<file path="src/rtl/irqc_pkg.sv">
package irqc_pkg;
   localparam int unsigned SRC_N    = 5;
   localparam int unsigned BUS_W    = 16;
   localparam int unsigned CLR_BASE = 8;

   typedef enum logic {
      ACC_BYTE = 1'b0,
      ACC_WORD = 1'b1
   } acc_size_e;

   typedef enum logic {
      LANE_HIGH = 1'b0,
      LANE_LOW  = 1'b1
   } byte_lane_e;
endpackage

</file>
<file path="src/rtl/irqc_edge.sv">
module irqc_edge #(
   parameter int unsigned N = 5
) (
   input  logic         clk,
   input  logic         rst_n,
   input  logic [N-1:0] src,
   output logic [N-1:0] rise
);
   logic [N-1:0] prev_q;

   for (genvar i = 0; i < N; i++) begin : g_bit
      always_ff @(posedge clk) begin
         if (!rst_n) prev_q[i] <= 1'b0;
         else        prev_q[i] <= src[i];
      end
      assign rise[i] = src[i] & ~prev_q[i];
   end

   // an edge can only be reported when the line was low one cycle earlier
   p_rise_after_low_r7: assert property (@(posedge clk) disable iff (!rst_n)
      1'b1 |=> ((rise & $past(src)) == '0));
endmodule

</file>
<file path="src/rtl/irqc_pend.sv">
module irqc_pend #(
   parameter int unsigned N = 5
) (
   input  logic         clk,
   input  logic         rst_n,
   input  logic [N-1:0] ev,
   input  logic [N-1:0] en,
   input  logic         gate,
   input  logic [N-1:0] clr,
   output logic [N-1:0] pend
);
   logic [N-1:0] set_v;
   logic [N-1:0] pend_q;

   assign set_v = ev & en & {N{gate}};

   for (genvar i = 0; i < N; i++) begin : g_latch
      always_ff @(posedge clk) begin
         if (!rst_n)        pend_q[i] <= 1'b0;
         else if (set_v[i]) pend_q[i] <= 1'b1;
         else if (clr[i])   pend_q[i] <= 1'b0;
      end
   end

   assign pend = pend_q;

   p_set_needs_enable_r8: assert property (@(posedge clk) disable iff (!rst_n)
      1'b1 |=> (((pend_q & ~$past(pend_q)) & ~$past(ev & en & {N{gate}})) == '0));

   p_set_wins_r10: assert property (@(posedge clk) disable iff (!rst_n)
      (|set_v) |=> ((pend_q & $past(set_v)) == $past(set_v)));

   p_clear_takes_r3: assert property (@(posedge clk) disable iff (!rst_n)
      (|(clr & ~set_v)) |=> ((pend_q & $past(clr & ~set_v)) == '0));
endmodule

</file>
<file path="src/rtl/irqc_host_if.sv">
module irqc_host_if
   import irqc_pkg::*;
#(
   parameter int unsigned N    = SRC_N,
   parameter int unsigned DW   = BUS_W,
   parameter int unsigned CLRB = CLR_BASE
) (
   input  logic          clk,
   input  logic          rst_n,
   input  logic          sel,
   input  logic          wr,
   input  logic          word,
   input  logic          addr0,
   input  logic [DW-1:0] wdata,
   input  logic [N-1:0]  pend,
   output logic [N-1:0]  mask,
   output logic [N-1:0]  clr,
   output logic [DW-1:0] rdata
);
   localparam int unsigned PADW = DW - N;

   acc_size_e    size;
   byte_lane_e   lane;
   logic         wstb;
   logic         rstb;
   logic         mask_ld;
   logic [N-1:0] mask_q;

   assign size = acc_size_e'(word);
   assign lane = byte_lane_e'(addr0);
   assign wstb = sel & wr;
   assign rstb = sel & ~wr;

   always_comb begin
      mask_ld = 1'b0;
      clr     = '0;
      if (wstb) begin
         if (size == ACC_WORD) begin
            mask_ld = 1'b1;
            clr     = wdata[CLRB +: N];
         end else if (lane == LANE_LOW) begin
            mask_ld = 1'b1;
         end else begin
            clr     = wdata[N-1:0];
         end
      end
   end

   always_ff @(posedge clk) begin
      if (!rst_n)       mask_q <= '0;
      else if (mask_ld) mask_q <= wdata[N-1:0];
   end

   assign mask = mask_q;

   always_comb begin
      rdata = '0;
      if (rstb && (size == ACC_WORD || lane == LANE_LOW))
         rdata = {{PADW{1'b0}}, pend};
   end

   p_even_lane_keeps_mask_r4: assert property (@(posedge clk) disable iff (!rst_n)
      (sel && wr && !word && !addr0) |=> $stable(mask_q));

   p_odd_lane_no_clear_r5: assert property (@(posedge clk) disable iff (!rst_n)
      (sel && wr && !word && addr0) |-> (clr == '0));
endmodule

</file>
<file path="src/rtl/irqc_latch_ctrl.sv">
module irqc_latch_ctrl
   import irqc_pkg::*;
#(
   parameter int unsigned N    = SRC_N,
   parameter int unsigned DW   = BUS_W,
   parameter int unsigned CLRB = CLR_BASE
) (
   input  logic          clk,
   input  logic          rst_n,
   input  logic [N-1:0]  src_i,
   input  logic          gate_i,
   input  logic          bus_sel,
   input  logic          bus_wr,
   input  logic          bus_word,
   input  logic          bus_addr0,
   input  logic [DW-1:0] bus_wdata,
   output logic [DW-1:0] bus_rdata,
   output logic          irq_o
);
   initial begin
      assert (N >= 1 && N <= 8) else $error("source count must fit a byte lane");
      assert (CLRB >= 8 && CLRB + N <= DW) else $error("clear field out of range");
   end

   logic [N-1:0] rise;
   logic [N-1:0] mask;
   logic [N-1:0] clr;
   logic [N-1:0] pend;

   irqc_edge #(.N(N)) u_edge (
      .clk  (clk),
      .rst_n(rst_n),
      .src  (src_i),
      .rise (rise)
   );

   irqc_host_if #(.N(N), .DW(DW), .CLRB(CLRB)) u_host (
      .clk  (clk),
      .rst_n(rst_n),
      .sel  (bus_sel),
      .wr   (bus_wr),
      .word (bus_word),
      .addr0(bus_addr0),
      .wdata(bus_wdata),
      .pend (pend),
      .mask (mask),
      .clr  (clr),
      .rdata(bus_rdata)
   );

   irqc_pend #(.N(N)) u_pend (
      .clk (clk),
      .rst_n(rst_n),
      .ev  (rise),
      .en  (mask),
      .gate(gate_i),
      .clr (clr),
      .pend(pend)
   );

   assign irq_o = |pend;

   p_irq_drops_on_clear_r9: assert property (@(posedge clk) disable iff (!rst_n)
      $fell(irq_o) |-> $past(|clr));
endmodule

</file>
<file path="config.mk">
export PLATFORM = sky130hd
export DESIGN_NAME = irqc_latch_ctrl
export DESIGN_NICKNAME = d
export VERILOG_FILES = /design/src/rtl/irqc_pkg.sv /design/src/rtl/irqc_edge.sv /design/src/rtl/irqc_pend.sv /design/src/rtl/irqc_host_if.sv /design/src/rtl/irqc_latch_ctrl.sv
export SDC_FILE = /design/constraint.sdc
export NUM_CORES = 1
export LEC_CHECK = 0
export BUFFER_PORTS_ARGS = -buffer_cell sky130_fd_sc_hd__buf_2
export CORE_ASPECT_RATIO = 1.2
export CORE_UTILIZATION = 40
export CTS_CLUSTER_DIAMETER = 40
export DETAILED_ROUTE_END_ITERATION = 7
export GPL_TIMING_DRIVEN = 1
export HOLD_SLACK_MARGIN = 0.06
export PLACE_DENSITY = 0.85
export SYNTH_ARGS = -nofsm -noshare
export SYNTH_HDL_FRONTEND = slang
export SYNTH_SLANG_ARGS = --single-unit
</file>
<file path="constraint.sdc">
create_clock -name clk -period 3.04 [get_ports clk]
set_clock_uncertainty 0.15 [all_clocks]
set_input_delay 0.304 -clock clk [delete_from_list [all_inputs] [get_ports clk]]
set_output_delay 0.304 -clock clk [all_outputs]
set_load 0.01 [all_outputs]
</file>
# [After elaboration in Yosys (flattened, before gate mapping)]
# Index checks and enable logic that the tools add are counted.
# W data, S select, Z words.
[word_totals] regBits=15 latch_bits=0 ram_bits=0 rom_bits=0 input_bits=28 out_inout_bits=17 wordCells=51 n_memories=0
[classes] n_addsub=0 n_mul=0 div_mod_pow=0 order_cmp=0 eq_ne=0 n_shift=0 muxes=17 n_bitwise=15 reduce_logical=8
[op_table] operator="$mux W5" count=4
[op_table] operator="$mux W1" count=13
[op_table] operator="$and A5 B5 Y5" count=2
[op_table] operator="$reduce_bool A2 Y1" count=5
[op_table] operator="$and A1 B1 Y1" count=7
[op_table] operator="$not A1 Y1" count=6
[op_table] operator="$reduce_or A5 Y1" count=1
[op_table] operator="$logic_and A1 B1 Y1" count=1
[op_table] operator="$logic_or A1 B1 Y1" count=1

# [Longest topological paths before layout]
[depth] word_depth=5 depth_mapped=4 ltp_nobuf=3

# [Hierarchy]
# From an unflattened synthesis, not the netlist that was laid out.
[unflattened] hier_cells=98 hier_area_um2=817.0
[modules_own_cells] module="irqc_host_if" n_inst=1 cells_per_inst=59 area_each_um2=442.9 seq_area_each_um2=100.1
[modules_own_cells] module="irqc_pend" n_inst=1 cells_per_inst=21 area_each_um2=198.9 seq_area_each_um2=100.1
[modules_own_cells] module="irqc_edge" n_inst=1 cells_per_inst=15 area_each_um2=162.7 seq_area_each_um2=100.1
[modules_own_cells] module="irqc_latch_ctrl" n_inst=1 cells_per_inst=3 area_each_um2=12.5 seq_area_each_um2=0.0

# [Worst setup path before layout]
# Ideal clock, no wire load.
[synth_timing] kind="input port to output port" start="input bus_word" end="output bus_rdata[0]" arrival_ns=0.925 t_required_ns=2.586 path_slack_ns=1.661 stages=4 path_buffers=1 cell_sequence="buf_6 -> nor2_1 -> nor3b_1 -> and2_1"
[synth_via] elab_chain_cells=3
[synth_lines] element="from (decl)" line_no="irqc_latch_ctrl.sv:14" source="input logic bus_word,"
[synth_lines] element="$logic_or A1 B1 Y1" line_no="irqc_host_if.sv:58" source="if (rstb && (size == ACC_WORD || lane == LANE_LOW))"
[synth_lines] element="$logic_and A1 B1 Y1" line_no="irqc_host_if.sv:58"
[synth_lines] element="$mux W5" line_no="irqc_host_if.sv:58"
[synth_lines] element="to (decl)" line_no="irqc_latch_ctrl.sv:17" source="output logic [DW-1:0] bus_rdata,"
# Every way passes these cells.

# [Final worst setup path]
[layout_timing] start="input bus_word" end="output bus_rdata[1]"
# Same word-level chain as after synthesis.

==> results.md <==
* Status: completed
* Design Power at 0.373 mW
* # rows at 17
* Register bit total from synthesis at 15
* Setup CP Type: in -> out
* Avg Vias per Cell at 5.06
* Setup_tns at 0 ns
* Pre-Repair DR Iteration Count at 4
* Fin. Hold Viols at 0
* Nets@finish at 143
* Cells after Synth at 86
* Global-route wire length before repair at 2.48 mm
* Residual DRC count at 0
* Initial drt markers at 3
* Total track usage at 15.4%
* HP Class: in -> reg
* Max Slew Vio Count at 0
* Layout area overhead at 16.2%
* Combinational share of power at 13.7%
* Commonest non-fill, non-tap cell in the layout: buf_2
* Cell area after synthesis at 779 sq um
* Pleak at 0.466 nW
* RSZ-0062 raised after global routing: false
* Worst Hold Depth at 2
* Power Density at 412 nW/um^2
* Antenna Cells at 0
* Final worst slack at 1.32 ns
* Crit Path Max Fanout at 12
* Post-CTS Setup Bufs at 0
* Max Cap Viol at 0
* CTS resizes at 0
* Post-Route WL at 1.44 mm
* CP arrival at 1.27 ns
* Post-layout util at 49.5%
* Sw Ratio at 26.0%
* Period utilisation layout at 56.7%
* Die X at 42.3 microns
* Multi-input gate area at 419 sq um
* TritonCTS clock tree: done
* Core Area at 1830 sq um
* Largest stage delay, worst path at 0.39 ns
* NetSw at 0.0969 mW
* Minimum clock period at 1.72 ns
* CP cell instances: buf_2, nor2_1, nor3b_1, and2_1, buf_2
* FF-to-FF path depth at 3
* DR vias at 673
* Synth unique cells at 17
* I/O pins at 45
* Most frequent cells in the layout: buf_2, dfxtp_1, conb_1, and2_1
* Post-detail-place hpwl at 1.16 mm
* Clk pwr share at 30.9%
* CTS max path bufs at 2
* Warnings, synthesis at 0
* Number of global-route vias before repair at 622
* Critical Path RT at 2.59 ns
* Height of the die at 50.4 microns
* Post-route ant nets at 0
* Routability Congestion at 0.774
* Mapped Avg Cell Area at 9.06 sq um
* Final setup viols at 0
* Int Power at 0.276 mW
* Seq. cell area at 300 sq um
* I/O Buffers at 27
* CTS hold repair buffers at 0
* Seq/Total Area, Yosys at 38.5%
* Root buf cell: clkbuf_4
* Max frequency at 0.580 GHz
* Largest net degree at the start of global routing at 16
* Initial core utilization at 42.6%
* Clock slew at reported path FFs at 0.09 ns
* WL/cell at 10.8 microns
* CP most frequent cell: buf_2
* Filler instances at 181
* H-tree Lvls at 1
* Worst vdd ir at 314 uV
* Crit end category: primary output
* Place WS at 1.33 ns
* Die area at 2130 sq um
* Type of origin of the critical path: primary input
* CTS Buf Count at 3
* Initial antenna violation count at 0
* Clock latency on the worst-skew pair at 0.29 ns
* Worst path slowest cell: nor3b_1
* Share of cells above drive strength 1 at 28.1%
* Share of power burned in registers at 55.4%
* Grt ovf at 0
* Clk sink count at 15
power groups by stage:
stage	clock network, mW	logic (mW)	registers [mW]
2_1_floorplan	0	0.0406	0.210
3_5_place_dp	0	0.0509	0.211
4_1_cts	0.118	0.0515	0.207
5_1_grt	0.126	0.0573	0.207
3_3_place_gp	0	0.0491	0.210
6_report	0.115	0.0511	0.207
final cells by class:
type,count,area share [%]
repair buffers,27,14.9
multi-input cells,68,46.3
clock inverters,1,0.552
clock buffers,3,2.49
well taps,19,2.62
flip-flops and latches,15,33.1
metrics by stage:
| stage | hold WS, ns | instance area, sq um | cells |
|---|---|---|---|
| 6_report | 0.0720 | 906 | 133 |
| 5_1_grt | 0.0703 | 906 | 133 |
| 4_1_cts | 0.0746 | 906 | 133 |
| 3_5_place_dp | 0.353 | 878 | 129 |
| 3_3_place_gp | 0.340 | 878 | 129 |
| 2_1_floorplan | 0.276 | 817 | 96 |
sequential cells by signal, indices dropped and copies added (netlist names):
signal,flops
u_edge.prev_q,5
u_host.mask,5
u_pend.pend,5
metal layers:
metal	vias up	GRT usage, %	wire length (microns)
li1	334	-	-
met3	5	3.60	120
met4	0	10.4	38
met1	294	16.0	572
met5	-	0	0
met2	40	26.9	705
synthesized netlist by cell type, drive strengths merged:
master,count,area share [%]
o21ai,5,3.2
or3b,5,5.6
o211ai,1,1.6
and4b,5,6.4
mux2i,5,6.4
buf,12,12
dfxtp,15,39
and2,10,8.0
nor2,7,3.4
conb,1,0.48
nor2b,5,4.0
clkbuf,1,0.48
nand2,7,3.4
nor3,1,0.64
nor3b,1,0.96
a211oi,5,4.8
worst paths after layout:
path | from | endpoint | slack [ns]
max | bus_word | bus_rdata[1] | 1.32
min | src_i[0] | u_edge.prev_q[0]$_SDFF_PN0_ | 0.07
max reg2reg | u_host.mask[0]$_SDFFE_PN0P_ | u_pend.pend[0]$_SDFFE_PN0P_ | 1.98
min reg2reg | u_host.mask[2]$_SDFFE_PN0P_ | u_host.mask[2]$_SDFFE_PN0P_ | 0.38
worst max-delay path, delay by kind of cell:
family	cells	cell delay, ns
buffers and inverters	2	0.31
and+or+nand+nor	3	0.64
cell families after synthesis:
logic type / Yosys count / share of synthesized area (%)
simple gates: 41 / 32.4
other cells: 1 / 0.481
mux: 5 / 6.42
compound gates: 11 / 9.63
buf+inv: 13 / 12.5
flops: 15 / 38.5
No activity file was read; power rests on OpenSTA's default activity.
